<file path="src/rtl/cal_seq_pkg.sv">
package cal_seq_pkg;
  typedef enum logic [1:0] {
    ST_POR  = 2'd0,
    ST_IDLE = 2'd1,
    ST_RUN  = 2'd2
  } cal_state_e;
endpackage

</file>
<file path="src/rtl/cal_qual.sv">
// Low-then-high pulse-width qualifier for the manual calibration request.
module cal_qual #(
  parameter int T_LO = 4,
  parameter int T_HI = 3
) (
  input  logic clk,
  input  logic rst_n,
  input  logic req_i,
  input  logic hold_i,
  output logic start_o
);
  localparam int LW = $clog2(T_LO + 1);
  localparam int HW = $clog2(T_HI + 1);
  localparam logic [LW-1:0] LO_LAST = LW'(T_LO - 1);
  localparam logic [LW-1:0] LO_SAT  = LW'(T_LO);
  localparam logic [HW-1:0] HI_LAST = HW'(T_HI - 1);

  logic [LW-1:0] lo_cnt_q, lo_cnt_d;
  logic [HW-1:0] hi_cnt_q, hi_cnt_d;
  logic          armed_q, armed_d;
  logic          req_q;
  logic          start_q, start_d;

  always_comb begin
    lo_cnt_d = lo_cnt_q;
    hi_cnt_d = hi_cnt_q;
    armed_d  = armed_q;
    start_d  = 1'b0;
    if (hold_i) begin
      lo_cnt_d = '0;
      hi_cnt_d = '0;
      armed_d  = 1'b0;
    end else if (!req_i) begin
      hi_cnt_d = '0;
      lo_cnt_d = (lo_cnt_q == LO_SAT) ? lo_cnt_q : lo_cnt_q + 1'b1;
      // a high phase that ended without firing drops the arming
      armed_d  = (armed_q && !req_q) || (lo_cnt_q == LO_LAST);
    end else begin
      lo_cnt_d = '0;
      if (armed_q) begin
        if (hi_cnt_q == HI_LAST) begin
          start_d  = 1'b1;
          armed_d  = 1'b0;
          hi_cnt_d = '0;
        end else begin
          hi_cnt_d = hi_cnt_q + 1'b1;
        end
      end else begin
        hi_cnt_d = '0;
      end
    end
  end

  always_ff @(posedge clk or negedge rst_n) begin
    if (!rst_n) begin
      lo_cnt_q <= '0;
      hi_cnt_q <= '0;
      armed_q  <= 1'b0;
      req_q    <= 1'b0;
      start_q  <= 1'b0;
    end else begin
      lo_cnt_q <= lo_cnt_d;
      hi_cnt_q <= hi_cnt_d;
      armed_q  <= armed_d;
      req_q    <= req_i;
      start_q  <= start_d;
    end
  end

  assign start_o = start_q;
endmodule

</file>
<file path="src/rtl/cal_dly_watch.sv">
// Synchronizes the delay-select pin and flags a change of its level.
module cal_dly_watch #(
  parameter int STAGES = 2
) (
  input  logic clk,
  input  logic rst_n,
  input  logic dly_i,
  output logic level_o,
  output logic toggle_o
);
  logic [STAGES:0] shf_q;

  always_ff @(posedge clk or negedge rst_n) begin
    if (!rst_n) shf_q <= '0;
    else        shf_q <= {shf_q[STAGES-1:0], dly_i};
  end

  assign level_o  = shf_q[STAGES-1];
  assign toggle_o = shf_q[STAGES] ^ shf_q[STAGES-1];
endmodule

</file>
<file path="src/rtl/cal_ctrl.sv">
// Power-on wait, idle and run states with one shared cycle counter.
module cal_ctrl
  import cal_seq_pkg::*;
#(
  parameter int T_CAL     = 10,
  parameter int POR_SHORT = 20,
  parameter int POR_LONG  = 40
) (
  input  logic clk,
  input  logic rst_n,
  input  logic long_sel_i,
  input  logic start_i,
  input  logic toggle_i,
  output logic busy_o,
  output logic idle_o,
  output logic por_wait_o
);
  localparam int MAXA = (POR_LONG > POR_SHORT) ? POR_LONG : POR_SHORT;
  localparam int MAXC = (MAXA > T_CAL) ? MAXA : T_CAL;
  localparam int CW   = $clog2(MAXC + 1);
  localparam logic [CW-1:0] SHORT_LAST = CW'(POR_SHORT - 1);
  localparam logic [CW-1:0] LONG_LAST  = CW'(POR_LONG - 1);
  localparam logic [CW-1:0] RUN_LAST   = CW'(T_CAL - 1);

  cal_state_e    st_q, st_d;
  logic [CW-1:0] cnt_q, cnt_d;
  logic [CW-1:0] por_last;

  assign por_last = long_sel_i ? LONG_LAST : SHORT_LAST;

  always_comb begin
    st_d  = st_q;
    cnt_d = cnt_q;
    unique case (st_q)
      ST_POR: begin
        if (cnt_q >= por_last) begin
          st_d  = ST_RUN;
          cnt_d = '0;
        end else begin
          cnt_d = cnt_q + 1'b1;
        end
      end
      ST_IDLE: begin
        if (start_i || toggle_i) begin
          st_d  = ST_RUN;
          cnt_d = '0;
        end
      end
      ST_RUN: begin
        if (cnt_q == RUN_LAST) begin
          st_d  = ST_IDLE;
          cnt_d = '0;
        end else begin
          cnt_d = cnt_q + 1'b1;
        end
      end
      default: begin
        st_d  = ST_IDLE;
        cnt_d = '0;
      end
    endcase
  end

  always_ff @(posedge clk or negedge rst_n) begin
    if (!rst_n) begin
      st_q  <= ST_POR;
      cnt_q <= '0;
    end else begin
      st_q  <= st_d;
      cnt_q <= cnt_d;
    end
  end

  assign busy_o     = (st_q == ST_RUN);
  assign idle_o     = (st_q == ST_IDLE);
  assign por_wait_o = (st_q == ST_POR);
endmodule

</file>
<file path="src/rtl/cal_seq.sv">
module cal_seq #(
  parameter int T_LO      = 4,
  parameter int T_HI      = 3,
  parameter int T_CAL     = 10,
  parameter int POR_SHORT = 20,
  parameter int POR_LONG  = 40,
  parameter int SYNC      = 2
) (
  input  logic clk,
  input  logic rst_n,
  input  logic cal_pin_i,
  input  logic cal_bit_i,
  input  logic ext_mode_i,
  input  logic dly_sel_i,
  output logic cal_run_o
);
  logic req_w;
  logic qual_start;
  logic dly_level;
  logic dly_toggle;
  logic busy;
  logic idle;
  logic por_wait;

  assign req_w = cal_pin_i | (ext_mode_i & cal_bit_i);

  cal_qual #(.T_LO(T_LO), .T_HI(T_HI)) u_qual (
    .clk     (clk),
    .rst_n   (rst_n),
    .req_i   (req_w),
    .hold_i  (!idle),
    .start_o (qual_start)
  );

  cal_dly_watch #(.STAGES(SYNC)) u_dly (
    .clk      (clk),
    .rst_n    (rst_n),
    .dly_i    (dly_sel_i),
    .level_o  (dly_level),
    .toggle_o (dly_toggle)
  );

  cal_ctrl #(.T_CAL(T_CAL), .POR_SHORT(POR_SHORT), .POR_LONG(POR_LONG)) u_ctrl (
    .clk        (clk),
    .rst_n      (rst_n),
    .long_sel_i (dly_level),
    .start_i    (qual_start),
    .toggle_i   (dly_toggle),
    .busy_o     (busy),
    .idle_o     (idle),
    .por_wait_o (por_wait)
  );

  assign cal_run_o = busy;
endmodule

</file>
<file path="config.mk">
export PLATFORM = sky130hd
export DESIGN_NAME = cal_seq
export DESIGN_NICKNAME = d
export VERILOG_FILES = /design/src/rtl/cal_seq_pkg.sv /design/src/rtl/cal_qual.sv /design/src/rtl/cal_dly_watch.sv /design/src/rtl/cal_ctrl.sv /design/src/rtl/cal_seq.sv
export SDC_FILE = /design/constraint.sdc
export NUM_CORES = 1
export LEC_CHECK = 0
export CAP_MARGIN = 20
export CORE_MARGIN = 5
export CORE_UTILIZATION = 50
export CTS_CLUSTER_DIAMETER = 50
export CTS_CLUSTER_SIZE = 25
export DETAILED_ROUTE_END_ITERATION = 10
export GPL_TIMING_DRIVEN = 0
export PLACE_DENSITY = 0.82
export SLEW_MARGIN = 10
export SYNTH_ARGS = -nofsm -noshare
export SYNTH_HDL_FRONTEND = slang
export SYNTH_SLANG_ARGS = --single-unit
</file>
<file path="constraint.sdc">
create_clock -name clk -period 2.2 [get_ports clk]
set_clock_uncertainty 0.1 [all_clocks]
set_input_delay 0.66 -clock clk [delete_from_list [all_inputs] [get_ports clk]]
set_output_delay 0.66 -clock clk [all_outputs]
set_load 0.03 [all_outputs]
</file>
# Word-level counts from Yosys, hierarchy flattened
# Cells that the tools add are included.
[classes]
bitwise_logic = 3
reduce_logical = 6
n_lt_le_gt_ge = 1
mux = 24
add_sub_neg = 3
eq_ne = 10
[ops]
columns = ["cell", "n"]
rows = [
  ["$mux 6", 4],
  ["$pmux 6 s3", 1],
  ["$mux 2", 7],
  ["$mux 3", 3],
  ["$mux 1", 8],
  ["$add 6x1->6 const B", 1],
  ["$eq 6x4->1 const B", 1],
  ["$ge 6x6->1", 1],
  ["$ne 2x1->1 const B", 3],
  ["$pmux 2 s3", 1],
  ["$eq 2x2->1 const B", 2],
  ["$add 3x1->3 const B", 1],
  ["$eq 3x2->1 const B", 1],
  ["$eq 3x3->1 const B", 1],
  ["$ne 3x2->1 const B", 1],
  ["$reduce_and 3->1", 1],
  ["$add 2x1->2 const B", 1],
  ["$eq 2x1->1 const B", 1],
  ["$logic_not 2->1", 1],
  ["$logic_or 1x1->1", 2],
  ["$and 1x1->1", 1],
  ["$logic_and 1x1->1", 1],
  ["$logic_not 1->1", 1],
  ["$or 1x1->1", 1],
  ["$xor 1x1->1", 1],
]
[totals]
elab_cells = 55
inputBits = 6
reg_bits = 19

# Longest topological paths before layout
# Gate-level depths: netlist of run 1.
[logic_depth]
word_depth = 5
mapped_depth = 6
ltp_nobuf = 6

# Cells and area by module
# Synthesis of run 1 repeated with hierarchy kept, for this count alone.
[hier_totals]
cells_unflattened = 88
hier_area_um2 = 959.7
[by_module_without_submodules]
columns = ["mod", "cells_per_inst", "seq_area_each_um2", "area_per_inst_um2", "n_inst"]
rows = [
  ["cal_ctrl", 53, 200.2, 514.2, 1],
  ["cal_qual", 29, 200.2, 350.3, 1],
  ["cal_dly_watch", 4, 75.1, 83.8, 1],
  ["cal_seq", 2, 0.0, 11.3, 1],
]

# Worst setup path before layout of run 1
# OpenSTA, ideal clock, no wires.
[synth_timing]
path_type = "flip-flop to flip-flop"
startpoint = "reg u_dly.shf_q[1]"
endpoint = "reg u_ctrl.st_q[0]"
setup_slack_ps = 435
path_buffers = 0
setup_ps = 118
stages_incl_launch_ff = 7
required_time_ps = 1982
t_arrival_ps = 1547
cell_sequence = "dfrtp_1 -> inv_1 -> ha_1 -> a2111oi_2 -> o21ai_1 -> and2_4 -> and2b_1"
[synth_via]
elab_chain_len = 4
word_cells_on_any_way = 7
[synth_rtl]
columns = ["element", "line_no", "text"]
rows = [
  ["from (decl)", "cal_dly_watch.sv:11", "logic [STAGES:0] shf_q;"],
  ["from (signal assigned)", "cal_dly_watch.sv:15", "else shf_q <= {shf_q[STAGES-1:0], dly_i};"],
  ["$mux 6 / $xor 1x1->1 (equally long branches)", "cal_ctrl.sv:29, cal_dly_watch.sv:19", ""],
  ["$ge 6x6->1 / $logic_or 1x1->1 (equally long branches)", "cal_ctrl.sv:36, cal_ctrl.sv:44", ""],
  ["$ne 2x1->1 (no line)", "n/a", ""],
  ["$reduce_and 3->1 (no line) (*)", "n/a", ""],
  ["to (signal assigned)", "cal_ctrl.sv:69", "st_q <= st_d;"],
  ["to (decl)", "cal_ctrl.sv:25", "cal_state_e st_q, st_d;"],
]
# Every way passes the cells marked *; elsewhere a longest branch is shown, timed or not.
# A chain may end at the register's enable or synchronous reset.

# Worst setup path after layout of run 1
[layout_timing]
startpoint = "reg u_ctrl.st_q[0]"
endpoint = "out cal_run_o"
[layout_via]
elab_chain_len = 1
[layout_rtl]
columns = ["element", "line_no", "text"]
rows = [
  ["$eq 2x2->1", "cal_ctrl.sv:74", "assign busy_o = (st_q == ST_RUN);"],
  ["to (decl)", "cal_seq.sv:15", "output logic cal_run_o"],
]
# Every way passes these cells.

==> results of run 1 <==
==> layout make-up <==
type	count	share of cell area, %
Tap cell	25	2.92
Clock inverter	1	0.467
Inverter	7	2.45
Clock buffer	3	2.10
Multi-Input combinational cell	61	41.7
Timing Repair Buffer	6	5.61
Buffer	1	0.350
Sequential cell	19	44.4
==> cell families after synthesis <==
kind of cell               Yosys count  synth area share, %
DFF                                 19                 49.9
and+or+nand+nor                     31                 15.8
xor gates and xnor gates             6                 5.52
AOI/OAI and AO/OA                   16                 15.1
buffers and inverters                8                 3.15
adders and majority gates            8                 10.5
==> worst max-delay path, cell delays in order, from the launching register on <==
cell             delay (ns)
dfrtp_1                0.43
and2b_1                0.28
clkdlybuf4s15_1        0.39
==> per-layer routing <==
metal  up-vias  global-route usage, %  wire, µm  share of wire (%)
met3         2                   2.77        70                4.6
met5         -                      0         0                  0
li1        316                      -         -                  -
met4         0                   7.66        13               0.86
met2         9                   25.5       797                 53
met1       285                   14.8       637                 42
==> through the flow <==
stage / total power, W / instance area (µm²) / hold slack (ns) / cells
2_1_floorplan: 0.000731 / 952 / 0.231 / 88
3_3_place_gp: 0.000811 / 1040 / 0.233 / 119
3_5_place_dp: 0.000832 / 1040 / 0.236 / 119
4_1_cts: 0.00100 / 1070 / 0.259 / 123
5_1_grt: 0.00106 / 1070 / 0.284 / 123
6_report: 0.000981 / 1070 / 0.256 / 123
==> power by group through the flow <==
stage / sequential [W] / combinational [W] / clock, W
after CTS: 0.000462 / 0.000359 / 0.000181
after floorplan: 0.000456 / 0.000275 / 0
after global routing: 0.000473 / 0.000389 / 0.000194
after global placement: 0.000466 / 0.000344 / 0
after detailed placement: 0.000469 / 0.000363 / 0
final: 0.000461 / 0.000351 / 0.000170
==> sequential cells by signal, summed over array words and instances, names as in the netlist <==
| signal | cells |
|---|---|
| u_ctrl.cnt_q | 6 |
| u_dly.shf_q | 3 |
| u_qual.lo_cnt_q | 3 |
| u_ctrl.st_q | 2 |
| u_qual.hi_cnt_q | 2 |
| u_qual.armed_q | 1 |
| u_qual.req_q | 1 |
| u_qual.start_o | 1 |
==> cells in the final DEF, fill, tap and decap left out <==
cell and instances:
clkdlybuf4s15_1 1, nor2_1 3, a21oi_1 3, dfrtp_1 19, nand2_1 15, a211oi_1 1, a21boi_1 1, a2111oi_2 1
nand3_1 4, clkdlybuf4s50_1 5, o21ai_1 1, nand2_2 1, and2_4 1, o41ai_4 1, o211ai_1 1, and3_1 1
xnor2_1 4, o21ai_2 6, nand2b_1 1, nor3b_1 1, nor3_1 1, a31oi_1 1, buf_1 1, xor2_1 2
and2b_1 3, clkinv_2 1, inv_1 7, clkbuf_4 3, ha_1 8
==> path summary, 6_finish.rpt <==
kind                                start              end  cells past startpoint
min in group asynchronous           rst_n  u_ctrl.cnt_q[5]                      1
setup reg to reg           u_dly.shf_q[1]   u_ctrl.st_q[0]                      6
hold / removal             u_dly.shf_q[0]   u_dly.shf_q[1]                      0
setup / recovery           u_ctrl.st_q[0]        cal_run_o                      2
max in group asynchronous           rst_n   u_ctrl.st_q[1]                      1
hold reg to reg            u_dly.shf_q[0]   u_dly.shf_q[1]                      0
==> repair_timing <==
action                     4_1_cts  5_1_grt
setup endpoints to repair        1        0
setup buffers                    0        0
gates resized for setup          2        0
==> results.md, run 1 <==
- Setup ws final: 0.0514 ns
- Sinks on Clock Net: 19
- Primary flip-flop cell chosen by synthesis mapping: dfrtp_1
- Fmax: 465 MHz
- Core area: 1760 µm²
- Mapped cell area: 952 µm²
- Flop pwr share: 47.0%
- Top-area cell type share of the netlist area: about 50%
- Root Buffer Master: clkbuf_4
- Peak VDD IR: 0.486 mV
- H-tree levels: 1
- Vias post-DR: 612
- Hold crit path type: flop to flop
- Setup crit end kind: primary output
- Clock slew at reported path FFs: 0.11 ns
- Storage cell area: around 480 µm²
- I/O pin cnt: 7
- Min cycle time layout: 2.15 ns
- Outcome: complete, no violations
- Internal: 0.000629 W
- Area of the die: 2880 µm²
- Post-place setup slack: 0.0734 ns
- Synth cell types: 25
- Die H: 53.6 µm
- Pin count of the biggest net entering global routing: 20
- CP Max Fanout: 4
- Slew Viols, Final: 0
- Vias in the first global route: roughly 700
- First-pass GRT wire length: 2.85 mm
- Antenna cells: 0
- Synth Instances: just under 90
- Port Buf Inserts: 6
- GRT Total Usage: 13.9%
- Power density over cell area: 916 nW/µm²
- Multi-input gate area: 447 µm²
- RSZ-0062 raised after global routing: false
- Net Sw Frac: 35.9%
- Row count: 15
- Initial antenna violation count: 0
- Pre-antenna DRT Iters: 4
- CTS Buffer Depth: 2
- DRT antenna net count: 0
- Sw power: between 0.0003 and 0.0004 W
- Final setup fails: 0
- Top post-synthesis cells by count: dfrtp_1, nand2_1, ha_1
- Sequential cell area fraction in the yosys report: roughly half
- Layout cells sized above 1: 14.3%
- Post-DP HPWL: 1.22 mm
- Synthesized net count: approximately 100
- Synth-to-Final Area Change: 12.5%
- Fin util: roughly three fifths
- Largest cells by area after synthesis: dfrtp_1, ha_1, nand2_1
- Relative slew slack: 42.2%
- Most common cell in the netlist: dfrtp_1
- CTS Buf Count: 3
- # fillers: 159
- DRC violation total after the first TritonRoute iteration: 5
- Worst Tran Pin Value: 0.864 ns
- Vias per cell: 4.98
- Leakage: around 0.47 nW
- Placer Congestion: slightly below 0.8
- Worst-skew pair later-pin latency: 0.29 ns
- EDFF count, synth: 0
- Startpoint Class: flop
- Yosys Warn Count: 0
- Hold Buf Count CTS: 0
- CP Data Arrival Time: ~1.4 ns
- Setup tns final: 0 ns
- Synthesized flop and latch total: 19
- Syn avg cell area: roughly 11 µm²
- Die W: around 54 µm
- NumNets Final: 113
- Initial core utilization: 54.0%
- Share of the clock period used by the worst path: about 98%
- Total grt overflow: 0
- Wire per inst: 12.3 µm
- Detailed Route WL: 1.52 mm
- Remaining DRCs: 0
- Cell taking the most area after synthesis: dfrtp_1
- Final Hold Viols: 0
- CTS tree: yes
- Worst reg-to-reg setup slack: 0.28 ns
- Power share of the clock group: 17.3%
- FFs w/ async S/R, synth: 100%
- CP required: ~1.4 ns
- Crit Path Category: flop to primary output
- Max-capacitance violation count: 0
- Combinational share of power: 35.7%
No activity file was read; power rests on OpenSTA's default activity.
==> inputs of run 2 (changes only) <==
PLACE_DENSITY = 0.84   (was 0.82)
SKIP_LAST_GASP = 1   (was default)
clock period = 1.7 ns   (was 2.2 ns; I/O delays follow)
==> run 2 against run 1 <==
Compared with the run above: the run now ends with negative setup slack left; sequential cell count unchanged; first-iteration DRC count unchanged; final cell count up 7.3%; count of clock-buffer cells in the layout unchanged; die area unchanged; clock power up 29%; total power up 43%; combinational power up 71%.
==> results.md, run 2 (same netlist as run 1, synthesis figures left out) <==
- Initial antenna violation count: 0
- Total grt overflow: 0
- Setup ws final: -0.0131 ns
- CP delay by family, top: compound AO/OA/AOI/OAI gates
- Port Buf Inserts: 6
- Antenna cells: 0
- Failing checks: negative setup slack
- NumNets Final: 122
- Detailed Route WL: 1.61 mm
- Row count: 15
- Crit Path Category: flop to flop
- Met3 capacity usage during global routing: 2.77%
- Leakage: 0.510 nW
- Hold crit path type: flop to flop
- GRT met2 Usage: 26.1%
- Combinational share of power: 42.8%
- DRC violation total after the first TritonRoute iteration: 5
- DRT antenna net count: 0
- Final Hold Viols: 0
- CP Max Fanout: 7
- Biggest registers after layout: u_ctrl.cnt_q x6, u_dly.shf_q x3, u_qual.lo_cnt_q x3
- Setup crit end kind: flop
- First-pass GRT wire length: approximately 3.0 mm
- Net Sw Frac: 34.8%
- Relative slew slack: between 40 and 50%
- Cell Chain, Critical Path: inv_2, ha_4, a2111oi_2, o21ai_1, and2_4, and2b_1
- Min cycle time layout: 1.71 ns
- Die W: approximately 54 µm
- Vias post-DR: 674
- I/O pin cnt: 7
- CTS Buffer Depth: 2
- Gr busiest metal: met2
- Hold Buf Count CTS: 0
- Vias per cell: 5.11
- # placed instances: 119
- Power density over cell area: around 1200 nW/µm²
- Peak VDD IR: 0.611 mV
- Placer Congestion: 0.791
- Power, Total: roughly 0.0014 W
- CP Data Arrival Time: 1.81 ns
- Hold slack: 0.286 ns
- Internal: ~0.0009 W
- Most common cell after layout, fill and taps aside: dfrtp_1
- Final setup fails: 1
- Fmax: 584 MHz
- Clock slew at reported path FFs: 0.11 ns
- Max reg flops: 6
- Power share of the clock group: 15.7%
- Final Non-Filler Cells: 132
- Die H: 53.6 µm
- Synth-to-Final Area Change: 22.1%
- Max-capacitance violation count: 0
- GRT Total Usage: 14.6%
- Post-DP HPWL: approximately 1.2 mm
- Vias in the first global route: 679
- Slew Viols, Final: 0
- Outcome: finished, violations left
- Pin count of the biggest net entering global routing: 20
- Share of the clock period used by the worst path: 101%
- Commonest cells after routing, fill and taps aside: dfrtp_1, nand2_1, buf_4
- Worst reg-to-reg setup slack: -0.01 ns
- CP required: 1.79 ns
- Worst-skew pair later-pin latency: 0.29 ns
- Startpoint Class: flop
- Core area: 1760 µm²
- GR Layer Usage met1: 17.4%
- Post-place setup slack: -0.260 ns
- Sinks on Clock Net: 19
- Remaining DRCs: 0
- Sw power: 0.000487 W
- RSZ-0062 raised after global routing: true
- Layout cells sized above 1: 29.0%
- H-tree levels: 1
- Crit path buffers/inverters: 1
- Area of the die: 2880 µm²
- Slowest cell on the critical path: dfrtp_1
- Worst Tran Pin Value: approximately 0.84 ns
- Flop pwr share: 41.5%
- Max stage delay on crit path: 0.42 ns
- Initial core utilization: between 50 and 60%
- CTS tree: yes
- Setup tns final: -0.0131 ns
- Root Buffer Master: clkbuf_4
- CTS Buf Count: 3
- Wire per inst: 12.2 µm
- Pre-antenna DRT Iters: 4
- # fillers: 155
- Largest Register: u_ctrl.cnt_q
## run 2: power groups by stage
stage          Clock (W)  Combinational (W)  Sequential (W)
2_1_floorplan          0           0.000356        0.000591
3_3_place_gp           0           0.000444        0.000602
3_5_place_dp           0           0.000461        0.000610
4_1_cts         0.000235           0.000569        0.000579
5_1_grt         0.000258           0.000659        0.000592
6_report        0.000219           0.000599        0.000580
## run 2: timing repair
action / CTS / global route
setup endpoints to repair: 8 / 6
setup buffers: 7 / 2
pin swaps: 0 / 0
gates cloned: 0 / 0
resized for setup: 14 / 0
## run 2: path summary, 6_finish.rpt
check | start | endpoint | cells after the start
setup / recovery | u_dly.shf_q[1] | u_ctrl.st_q[0] | 6
max in group asynchronous | rst_n | u_ctrl.cnt_q[2] | 1
hold / removal | u_dly.shf_q[0] | u_dly.shf_q[1] | 0
hold reg to reg | u_dly.shf_q[0] | u_dly.shf_q[1] | 0
min in group asynchronous | rst_n | u_ctrl.st_q[1] | 1
setup reg to reg | u_dly.shf_q[1] | u_ctrl.st_q[0] | 6
## run 2: metrics by stage
stage | util [%] | instance area [µm²]
floorplan | - | 952
global placement | 59.1 | 1040
detailed placement | 59.1 | 1040
CTS | 65.0 | 1150
global route | 65.9 | 1160
finish | 65.9 | 1160
## run 2: cell type report
type	count	area [µm²]	area share [%]
flip-flops and latches	19	479	41.2
multi-input cells	61	465	40.0
repair buffers	15	129	11.1
well taps	25	31.3	2.69
inverters	7	26.3	2.26
clock buffers	3	22.5	1.94
clock inverters	1	5.00	0.431
plain buffers	1	3.75	0.323
## run 2: metal layers
metal,share of wire (%),vias up
met2,54,8
li1,-,338
met5,0,-
met4,0,0
met1,42,328
met3,3.9,0
==> inputs of run 3 (changes only) <==
HOLD_SLACK_MARGIN = 0.03   (was default)
SETUP_SLACK_MARGIN = 0.02   (was default)
==> run 3 against run 2 <==
Compared with the run above: the run now ends clean; die area did not move; highest routed layer unchanged; hold slack worse by 0.0058 ns; design area rose by 2.2%; fmax grew 0.83%; first-iteration DRC count rose by 20%; via count is 0.74% lower.
==> results.md, run 3 (same netlist as run 1, synthesis figures left out) <==
- Outcome: complete, no violations
- # fillers: 149
- Total grt overflow: 0
- Relative slew slack: 45.3%
- Post-DP HPWL: 1.18 mm
- Initial core utilization: 54.0%
- Layout cells sized above 1: 31.5%
- Max-capacitance violation count: 0
- Area of the die: 2880 µm²
- Hold path startpoint: u_dly.shf_q[0]
- Clock slew at reported path FFs: 0.10 ns
- CP required: 1.79 ns
- Hold Path Cell Cnt: 0
- Most common cell after layout, fill and taps aside: dfrtp_1
- Port Buf Inserts: 6
- H-tree levels: 1
- Hold crit path type: flop to flop
- Die W: 53.6 µm
- CTS Buf Count: 3
- Vias in the first global route: 693
- Vias post-DR: 669
- Hold Buf Count CTS: 0
- DRC violation total after the first TritonRoute iteration: 6
- Min-Delay Endpoint: u_dly.shf_q[1]
- Share of the clock period used by the worst path: roughly 100%
- Initial antenna violation count: 0
- Hold slack: 0.280 ns
- Worst reg-to-reg setup slack: 0.001 ns
- Power density over cell area: 1220 nW/µm²
- Largest Register: u_ctrl.cnt_q
- I/O pin cnt: 7
- Vias per cell: 5.03
- Setup crit end kind: flop
- CP Data Arrival Time: 1.79 ns
- Final Hold Viols: 0
- Biggest registers after layout: u_ctrl.cnt_q x6, u_dly.shf_q x3, u_qual.lo_cnt_q x3
- Final setup fails: 0
- Worst-skew pair later-pin latency: roughly 0.29 ns
- Sinks on Clock Net: 19
- Core area: around 1800 µm²
- Root Buffer Master: clkbuf_4
- First-pass GRT wire length: a little over 3 mm
- CTS tree: yes
- Wire per inst: 12.2 µm
- Startpoint Class: flop
- Remaining DRCs: 0
- Crit Path Category: flop to flop
- CP Max Fanout: 7
- Synth-to-Final Area Change: 24.7%
- Storage cell area: 479 µm²
- Pin count of the biggest net entering global routing: 20
- GRT Total Usage: 14.9%
- Multi-input gate area: 483 µm²
- Max reg flops: 6
- Commonest cells after routing, fill and taps aside: dfrtp_1, nand2_1, buf_4
- Fin util: a little under 70%
- Antenna cells: 0
- Fmax: 589 MHz
- Placer Congestion: a little under 0.8
- Reg-to-reg startpoint: u_dly.shf_q[1]
- CTS Buffer Depth: 2
- Row count: 15
- Reg2reg path depth: 6
- RSZ-0062 raised after global routing: true
- RR Endpoint: u_ctrl.st_q[0]
- Leakage: 0.515 nW
- DRT antenna net count: 0
- Peak VDD IR: 0.632 mV
- NumNets Final: roughly 120
- Detailed Route WL: 1.62 mm
- Die H: 53.6 µm
- Pre-antenna DRT Iters: 4
- Min cycle time layout: about 1.7 ns
- Worst Tran Pin Value: around 0.8 ns
- Slew Viols, Final: 0
[run 3: cell types whose count changed in the layout (fill, tap and decap cells not counted), sizes merged]
cell,delta
buf,+1
[run 3: worst max path at each step]
stage,depth (start not counted),startpoint,slack (ns),to
after floorplan,5,u_ctrl.cnt_q[5],-0.009,u_ctrl.st_q[0]
after global placement,2,u_ctrl.st_q[0],-0.25,cal_run_o
after detailed placement,2,u_ctrl.st_q[0],-0.26,cal_run_o
after CTS,6,u_dly.shf_q[1],0.02,u_ctrl.st_q[0]
after global routing,6,u_dly.shf_q[1],-0.08,u_ctrl.st_q[0]
final,6,u_dly.shf_q[1],0.001,u_ctrl.st_q[0]
[run 3: routing by layer]
| layer | GRT usage (%) | vias up | share of wire [%] |
|---|---|---|---|
| met5 | 0 | - | 0 |
| met4 | 5.11 | 0 | 0 |
| met3 | 2.77 | 0 | 2.7 |
| met2 | 26.3 | 6 | 55 |
| met1 | 17.9 | 326 | 42 |
| li1 | - | 337 | - |
[run 3: critical path, cell delays in order (launching register included)]
cell and delay [ns]:
dfrtp_1 0.41, inv_2 0.07, ha_1 0.30, a211oi_2 0.23
o21ai_1 0.10, and2_4 0.22, and2b_1 0.16
[run 3: timing repair]
item / CTS / global route
setup endpoints to repair: 8 / 9
pin swaps: 0 / 1
setup buffers: 8 / 2
endpoints found under the hold margin: 0 / 0
gates resized for setup: 16 / 1
[run 3: power by group]
group	internal [W]	leakage, nW	switching (W)
Sequential	0.000519	0.243	0.0000610
Clock	0.0000874	0.0177	0.000130
Combinational	0.000335	0.255	0.000310
[run 3: layout make-up]
cell class / instances / share of cell area [%]
clock buffers: 3 / 1.90
repair buffers: 16 / 11.5
inverters: 7 / 2.21
well taps: 25 / 2.63
multi-input cells: 61 / 40.7
flip-flops and latches: 19 / 40.4
plain buffers: 1 / 0.316
clock inverters: 1 / 0.421
[run 3: through the flow]
step	std cells	area [µm²]	worst slack (ns)	total power, W	setup TNS [ns]
6_report	133	1190	0.00103	0.00144	0
3_5_place_dp	119	1040	-0.260	0.00107	-0.898
4_1_cts	131	1170	0.0187	0.00142	0
2_1_floorplan	88	952	-0.00884	0.000946	-0.00884
5_1_grt	133	1190	-0.0834	0.00156	-0.196
3_3_place_gp	119	1040	-0.250	0.00105	-0.417
